--- config.mk ---
export PLATFORM = sky130hd
export DESIGN_NAME = hsport
export DESIGN_NICKNAME = d
export VERILOG_FILES = /design/src/rtl/hsport_pkg.sv /design/src/rtl/hsport_strb.sv /design/src/rtl/hsport_ctl.sv /design/src/rtl/hsport_cond.sv /design/src/rtl/hsport.sv
export SDC_FILE = /design/constraint.sdc
export NUM_CORES = 1
export LEC_CHECK = 0
export CAP_MARGIN = 30
export CORE_UTILIZATION = 40
export CTS_CLUSTER_SIZE = 40
export DETAILED_ROUTE_END_ITERATION = 6
export DONT_BUFFER_PORTS = 1
export GPL_ROUTABILITY_DRIVEN = 0
export SYNTH_ARGS = -nofsm -noshare
export SYNTH_HDL_FRONTEND = slang
export SYNTH_SLANG_ARGS = --single-unit
--- constraint.sdc ---
create_clock -name clk -period 2 [get_ports clk]
set_clock_uncertainty 0.2 [all_clocks]
set_input_delay 0.1 -clock clk [delete_from_list [all_inputs] [get_ports clk]]
set_output_delay 0.1 -clock clk [all_outputs]
set_load 0.02 [all_outputs]
--- src/rtl/hsport_pkg.sv ---
// Shared encodings for the handshake parallel port.
// Assumes: control-byte layout as described in the block requirements.
package hsport_pkg;

    typedef enum logic [1:0] {
        MODE_OUT = 2'b00,
        MODE_IN  = 2'b01,
        MODE_BID = 2'b10,
        MODE_CTL = 2'b11
    } mode_e;

    localparam logic [3:0] NIB_MODE = 4'hF;  // mode select byte
    localparam logic [3:0] NIB_IRQW = 4'h7;  // full interrupt word
    localparam logic [3:0] NIB_IEN  = 4'h3;  // interrupt enable only

endpackage

--- src/rtl/hsport_strb.sv ---
// Strobe edge detector.
// Assumes: stb_n is already synchronous to clk; idle level is high.
module hsport_strb (
    input  logic clk,
    input  logic rst_n,
    input  logic stb_n,
    output logic act,
    output logic rise
);

    logic stb_q;

    // Remember the previous strobe level.
    always_ff @(posedge clk) begin
        if (!rst_n) stb_q <= 1'b1;
        else        stb_q <= stb_n;
    end

    assign act  = ~stb_n;
    assign rise = stb_n & ~stb_q;

endmodule

--- src/rtl/hsport_ctl.sv ---
// Control-byte decoder: holds mode, direction, watch mask and interrupt setup.
// Assumes: wr_ctl is a one-cycle pulse; a pending direction or mask byte
// takes the next control write regardless of its contents.
module hsport_ctl
    import hsport_pkg::*;
#(
    parameter int DW = 8
) (
    input  logic          clk,
    input  logic          rst_n,
    input  logic          wr_ctl,
    input  logic [DW-1:0] din,
    output mode_e         mode,
    output logic [DW-1:0] dir,
    output logic [DW-1:0] watch,
    output logic          ie,
    output logic          and_sel,
    output logic          hi_sel,
    output logic          mode_wr
);

    logic want_dir;
    logic want_mask;
    logic [3:0] nib;
    logic [1:0] msel;

    assign nib  = din[3:0];
    assign msel = din[DW-1 -: 2];

    // Mode-byte write strobe, used to arm the output drivers.
    assign mode_wr = wr_ctl && !want_dir && !want_mask && (nib == NIB_MODE);

    // Decode control bytes into configuration registers.
    always_ff @(posedge clk) begin
        if (!rst_n) begin
            mode      <= MODE_OUT;
            dir       <= '0;
            watch     <= '0;
            ie        <= 1'b0;
            and_sel   <= 1'b0;
            hi_sel    <= 1'b0;
            want_dir  <= 1'b0;
            want_mask <= 1'b0;
        end else if (wr_ctl) begin
            if (want_dir) begin
                dir      <= din;
                want_dir <= 1'b0;
            end else if (want_mask) begin
                watch     <= din;
                want_mask <= 1'b0;
            end else if (nib == NIB_MODE) begin
                mode     <= mode_e'(msel);
                want_dir <= (mode_e'(msel) == MODE_CTL);
            end else if (nib == NIB_IRQW) begin
                ie        <= din[DW-1];
                and_sel   <= din[DW-2];
                hi_sel    <= din[DW-3];
                want_mask <= din[DW-4];
            end else if (nib == NIB_IEN) begin
                ie <= din[DW-1];
            end
        end
    end

endmodule

--- src/rtl/hsport_cond.sv ---
// Bit-pattern condition monitor for control mode.
// Assumes: pins are synchronous; hit is a one-cycle pulse on a new match.
module hsport_cond #(
    parameter int DW = 8
) (
    input  logic          clk,
    input  logic          rst_n,
    input  logic          en,
    input  logic [DW-1:0] pins,
    input  logic [DW-1:0] dir,
    input  logic [DW-1:0] watch,
    input  logic          and_sel,
    input  logic          hi_sel,
    output logic          hit
);

    logic [DW-1:0] mon;
    logic [DW-1:0] lvl;
    logic [DW-1:0] sel;
    logic          match;
    logic          match_q;

    assign mon = watch & dir;
    assign lvl = hi_sel ? pins : ~pins;
    assign sel = lvl & mon;

    // Evaluate the programmed AND/OR condition over monitored bits.
    always_comb begin
        if (mon == '0)   match = 1'b0;
        else if (and_sel) match = (sel == mon);
        else             match = (sel != '0);
    end

    // Track the previous match to fire only on a new match.
    always_ff @(posedge clk) begin
        if (!rst_n) match_q <= 1'b0;
        else        match_q <= match;
    end

    assign hit = en && match && !match_q;

endmodule

--- src/rtl/hsport.sv ---
// Mode-programmable handshake parallel port (top).
// Assumes: strobes and pin_in synchronous to clk; processor strobes are
// single-cycle and mutually exclusive; in bidirectional mode the two
// peripheral strobes are never low together.
module hsport
    import hsport_pkg::*;
#(
    parameter int DW = 8
) (
    input  logic          clk,
    input  logic          rst_n,
    input  logic          wr_ctl,
    input  logic          wr_data,
    input  logic          rd_data,
    input  logic          irq_ack,
    input  logic [DW-1:0] cpu_din,
    output logic [DW-1:0] cpu_dout,
    input  logic          stb_a_n,
    output logic          rdy_a,
    input  logic          stb_b_n,
    output logic          rdy_b,
    input  logic [DW-1:0] pin_in,
    output logic [DW-1:0] pin_out,
    output logic [DW-1:0] pin_oe,
    output logic          irq
);

    localparam int NSTB = 2;

    mode_e         mode_q;
    logic [DW-1:0] dir_q;
    logic [DW-1:0] watch_q;
    logic          ie_q;
    logic          and_sel;
    logic          hi_sel;
    logic          mode_wr;

    logic [NSTB-1:0] stb_n_v;
    logic [NSTB-1:0] stb_act;
    logic [NSTB-1:0] stb_rise;

    logic [DW-1:0] out_reg;
    logic [DW-1:0] in_reg;
    logic          out_full;
    logic          in_full;
    logic          drv;
    logic          irq_q;

    logic out_rise;
    logic in_act;
    logic in_rise;
    logic ev_out;
    logic ev_in;
    logic ev_ctl;

    hsport_ctl #(.DW(DW)) u_ctl (
        .clk     (clk),
        .rst_n   (rst_n),
        .wr_ctl  (wr_ctl),
        .din     (cpu_din),
        .mode    (mode_q),
        .dir     (dir_q),
        .watch   (watch_q),
        .ie      (ie_q),
        .and_sel (and_sel),
        .hi_sel  (hi_sel),
        .mode_wr (mode_wr)
    );

    assign stb_n_v = {stb_b_n, stb_a_n};

    generate
        for (genvar s = 0; s < NSTB; s++) begin : g_strb
            hsport_strb u_strb (
                .clk   (clk),
                .rst_n (rst_n),
                .stb_n (stb_n_v[s]),
                .act   (stb_act[s]),
                .rise  (stb_rise[s])
            );
        end
    endgenerate

    hsport_cond #(.DW(DW)) u_cond (
        .clk     (clk),
        .rst_n   (rst_n),
        .en      (mode_q == MODE_CTL),
        .pins    (pin_in),
        .dir     (dir_q),
        .watch   (watch_q),
        .and_sel (and_sel),
        .hi_sel  (hi_sel),
        .hit     (ev_ctl)
    );

    // Route the strobes to the output and input halves by mode.
    always_comb begin
        out_rise = 1'b0;
        in_act   = 1'b0;
        in_rise  = 1'b0;
        unique case (mode_q)
            MODE_OUT: out_rise = stb_rise[0];
            MODE_IN: begin
                in_act  = stb_act[0];
                in_rise = stb_rise[0];
            end
            MODE_BID: begin
                out_rise = stb_rise[0];
                in_act   = stb_act[1];
                in_rise  = stb_rise[1];
            end
            default: ;
        endcase
    end

    assign ev_out = out_rise && out_full;
    assign ev_in  = in_rise && !in_full;

    // Output register and its pending flag.
    always_ff @(posedge clk) begin
        if (!rst_n) begin
            out_reg  <= '0;
            out_full <= 1'b0;
        end else if (wr_data) begin
            out_reg  <= cpu_din;
            out_full <= 1'b1;
        end else if (out_rise) begin
            out_full <= 1'b0;
        end
    end

    // Input register: capture while strobed and empty, full on strobe end.
    always_ff @(posedge clk) begin
        if (!rst_n) begin
            in_reg  <= '0;
            in_full <= 1'b0;
        end else begin
            if (in_act && !in_full) in_reg <= pin_in;
            if (ev_in)
                in_full <= 1'b1;
            else if (rd_data && (mode_q == MODE_IN || mode_q == MODE_BID))
                in_full <= 1'b0;
        end
    end

    // Bus drivers stay off until the port is first programmed or loaded.
    always_ff @(posedge clk) begin
        if (!rst_n)                  drv <= 1'b0;
        else if (wr_data || mode_wr) drv <= 1'b1;
    end

    // Sticky interrupt request, set by enabled events, cleared by ack.
    always_ff @(posedge clk) begin
        if (!rst_n)                             irq_q <= 1'b0;
        else if (ie_q && (ev_out || ev_in || ev_ctl)) irq_q <= 1'b1;
        else if (irq_ack)                       irq_q <= 1'b0;
    end

    // Ready lines by mode.
    always_comb begin
        unique case (mode_q)
            MODE_OUT: rdy_a = out_full;
            MODE_IN:  rdy_a = !in_full;
            MODE_BID: rdy_a = out_full;
            default:  rdy_a = 1'b0;
        endcase
    end
    assign rdy_b = (mode_q == MODE_BID) && !in_full;

    // Per-bit drive enable and read-back selection.
    generate
        for (genvar i = 0; i < DW; i++) begin : g_bit
            always_comb begin
                unique case (mode_q)
                    MODE_OUT: pin_oe[i] = drv;
                    MODE_IN:  pin_oe[i] = 1'b0;
                    MODE_BID: pin_oe[i] = stb_act[0];
                    default:  pin_oe[i] = !dir_q[i];
                endcase
            end
            always_comb begin
                unique case (mode_q)
                    MODE_OUT: cpu_dout[i] = out_reg[i];
                    MODE_CTL: cpu_dout[i] = dir_q[i] ? pin_in[i] : out_reg[i];
                    default:  cpu_dout[i] = in_reg[i];
                endcase
            end
        end
    endgenerate

    assign pin_out = out_reg;
    assign irq     = irq_q;

endmodule

==> metrics <==
status complete, but fails checks; failing checks design-rule violations; power per standard cell area 608 nW/µm²; Main synth FF type dfxtp_1; Setup violations, final 0; Row Count 28; Remaining DRCs 1; WP data required 1.70 ns; CTS Buffer Depth 2; first-pass GRT wire length 9730 µm; DRT antenna net count 0; TritonCTS clock tree done; WL final 6380 µm; fmax 502 MHz; Die Ht 79.9 µm; Post-Syn Area per Cell 8.64 µm²; initial antenna violation count 0; CP Class reg2out; largest net degree at the start of global routing 47; postcts setup bufs 0; Worst-path clk slew 0.09 ns; simple-gate share of the synthesized area 24.0%; grt total ovfl 0; final net count 337; area leader, netlist dfxtp_1; met3 routed WL 440 µm; clk sinks 46; FF+latch count, synth 46; ys async rst share 0%; Die Area 6390 µm²; metal2 WL 2810 µm; wl on met1 3070 µm; vias in the first global route 1875; ranking of synthesized cells by area dfxtp_1, mux2i_1, nor2b_1; post-synthesis mux area share 11.1%; sequential element share of the synthesized area 37.9%; H-tree levels 2; Unique masters post-synth 37; fillers 565; Syn Inst Count 281; complex-gate fraction of the synthesized area 17.9%; reg2reg end irq$_SDFFE_PN0P_; largest family of logic cells by synthesized area simple AND/OR/NAND/NOR gates; core area 5890 µm²; clk_lat worst skew 0.31 ns; PortBufs 0; root buf cell clkbuf_8; Worst VDD drop 0.284 mV; Worst Setup SP u_ctl.mode[1]$_SDFFE_PN0P_; final worst slack 0.00892 ns; Initial Util 41.3%; share of post-route cells with drive strength above 1 8.09%; Worst setup EP type primary output; Synth Cell Area 2430 µm²; Post-synth EDFFs 0; GRT Overall Usage 19.8%; Ys Warns 0; Post-Place Setup Slack 0.0522 ns; Lkg Pwr 1.15 nW; worst hold path type in2reg; Hold Vio Cnt, Final 0; Reg-to-Reg Start u_ctl.mode[0]$_SDFFE_PN0P_; clock period minus worst slack 1.99 ns; worst hold path startpoint cpu_din[1]; Hold EP u_ctl.hi_sel$_SDFFE_PN0P_; Via density 5.42; Die X 79.9 µm; highest routing layer actually used met4; RSZ-0062 raised after global routing true; arrival time worst endpoint 1.69 ns; initial drt markers 108; antenna cells 0; fin area 2920 µm²; Area growth syn-to-layout 20.1%; Worst Path Max Fanout 8; Worst Max-Slew Pin Slew 0.677 ns; Critical Path Source Type flop; cell depth of the worst hold path 3; R2R Setup Slk 0.12 ns; final worst-path cycle share 99.6%; post-synthesis xor/xnor area fraction 2.89%; drt first pass iters 6; Num CTS Buffers 5; Adder-Cell Fraction of Synth Area 2.58%; Final HPWL DP 4390 µm; WL/cell 16.6 µm; syn_nets 310; MaxCap Viol Count 0; slew margin rel. 54.4%; Area after DPL 2510 µm²; Vias 2080; I/O Pins 51; top-area cell type share of the netlist area 37.9%; Final Slew Violations 0; FF-to-FF path depth 6
logic make-up after synthesis:
group	count (synthesis)
xor+xnor	8
compound gates	67
fa+ha+maj	5
simple gates	107
mux	27
buf+inv	21
flops	46
power by group:
group	switching (mW)	internal [mW]	leakage, nW	total [mW]
clock network	0.346	0.253	0.0447	0.598
logic	0.119	0.0941	0.729	0.214
registers	0.0276	0.933	0.374	0.961
total	0.493	1.28	1.15	1.77
through the flow:
step	setup TNS (ns)	util, %	instances	hold slack, ns	power, mW
3_3_place_gp	0	42.7	349	-0.0227	1.12
2_1_floorplan	0	-	281	-0.00357	1.11
3_5_place_dp	0	42.7	349	-0.0155	1.12
5_1_grt	-1.09	49.6	384	0.0259	1.85
4_1_cts	0	49.4	384	0.0119	1.79
6_report	0	49.6	384	0.0107	1.77
area by class of cell:
class | count | area [µm²] | area share, %
Tap cell | 75 | 93.8 | 3.22
Clock inverter | 3 | 25.0 | 0.858
Clock buffer | 5 | 68.8 | 2.36
Multi-Input combinational cell | 214 | 1440 | 49.5
Sequential cell | 46 | 923 | 31.7
Timing Repair Buffer | 34 | 337 | 11.5
Inverter | 7 | 26.3 | 0.901
per-layer routing:
metal | vias to the layer above | GRT usage (%)
met5 | - | 0
met4 | 0 | 6.43
met3 | 6 | 5.49
met2 | 73 | 31.0
met1 | 964 | 25.9
li1 | 1037 | -
worst max-delay path by stage:
| stage | slack, ns | to | cells past startpoint |
|---|---|---|---|
| 2_1_floorplan | 0.10 | irq$_SDFFE_PN0P_ | 7 |
| 3_3_place_gp | 0.02 | irq$_SDFFE_PN0P_ | 5 |
| 3_5_place_dp | 0.05 | irq$_SDFFE_PN0P_ | 5 |
| 4_1_cts | 0.009 | pin_oe[4] | 6 |
| 5_1_grt | -0.12 | pin_oe[4] | 6 |
| 6_report | 0.009 | pin_oe[0] | 5 |
worst max-delay path: stages (launching register included):
cell and delay (ns):
dfxtp_2 0.37, inv_1 0.09, ha_2 0.20, a22oi_1 0.10
or2_2 0.34, o21ai_0 0.29
synth_stat cells, types with 3 or more instances:
| cell | count |
|---|---|
| dfxtp_1 | 46 |
| a32oi_1 | 5 |
| a21boi_0 | 10 |
| ha_1 | 5 |
| o21ai_0 | 20 |
| o22ai_1 | 3 |
| mux2i_1 | 27 |
| nor2_1 | 4 |
| and2_1 | 3 |
| a21oi_1 | 11 |
| nand4_1 | 3 |
| clkbuf_1 | 12 |
| inv_1 | 7 |
| nand3_1 | 18 |
| nor2b_1 | 43 |
| nand2_1 | 25 |
| xor2_1 | 8 |
| a21o_1 | 8 |
placed cells by master, fill, tap and decap left out, drive strengths merged, types with 10 or more instances in the layout:
| cell | instances |
|---|---|
| nand2 | 25 |
| dlygate4sd3 | 26 |
| a21boi | 10 |
| o21ai | 21 |
| nor2b | 43 |
| a21oi | 11 |
| mux2i | 27 |
| nand3 | 18 |
| dfxtp | 46 |
what timing repair did:
action,4_1_cts,5_1_grt
hold buffers,27,0
resized for setup,9,4
setup endpoints to repair,16,25
hold endpoints to repair,46,0
(Power assumes the default switching activity.)
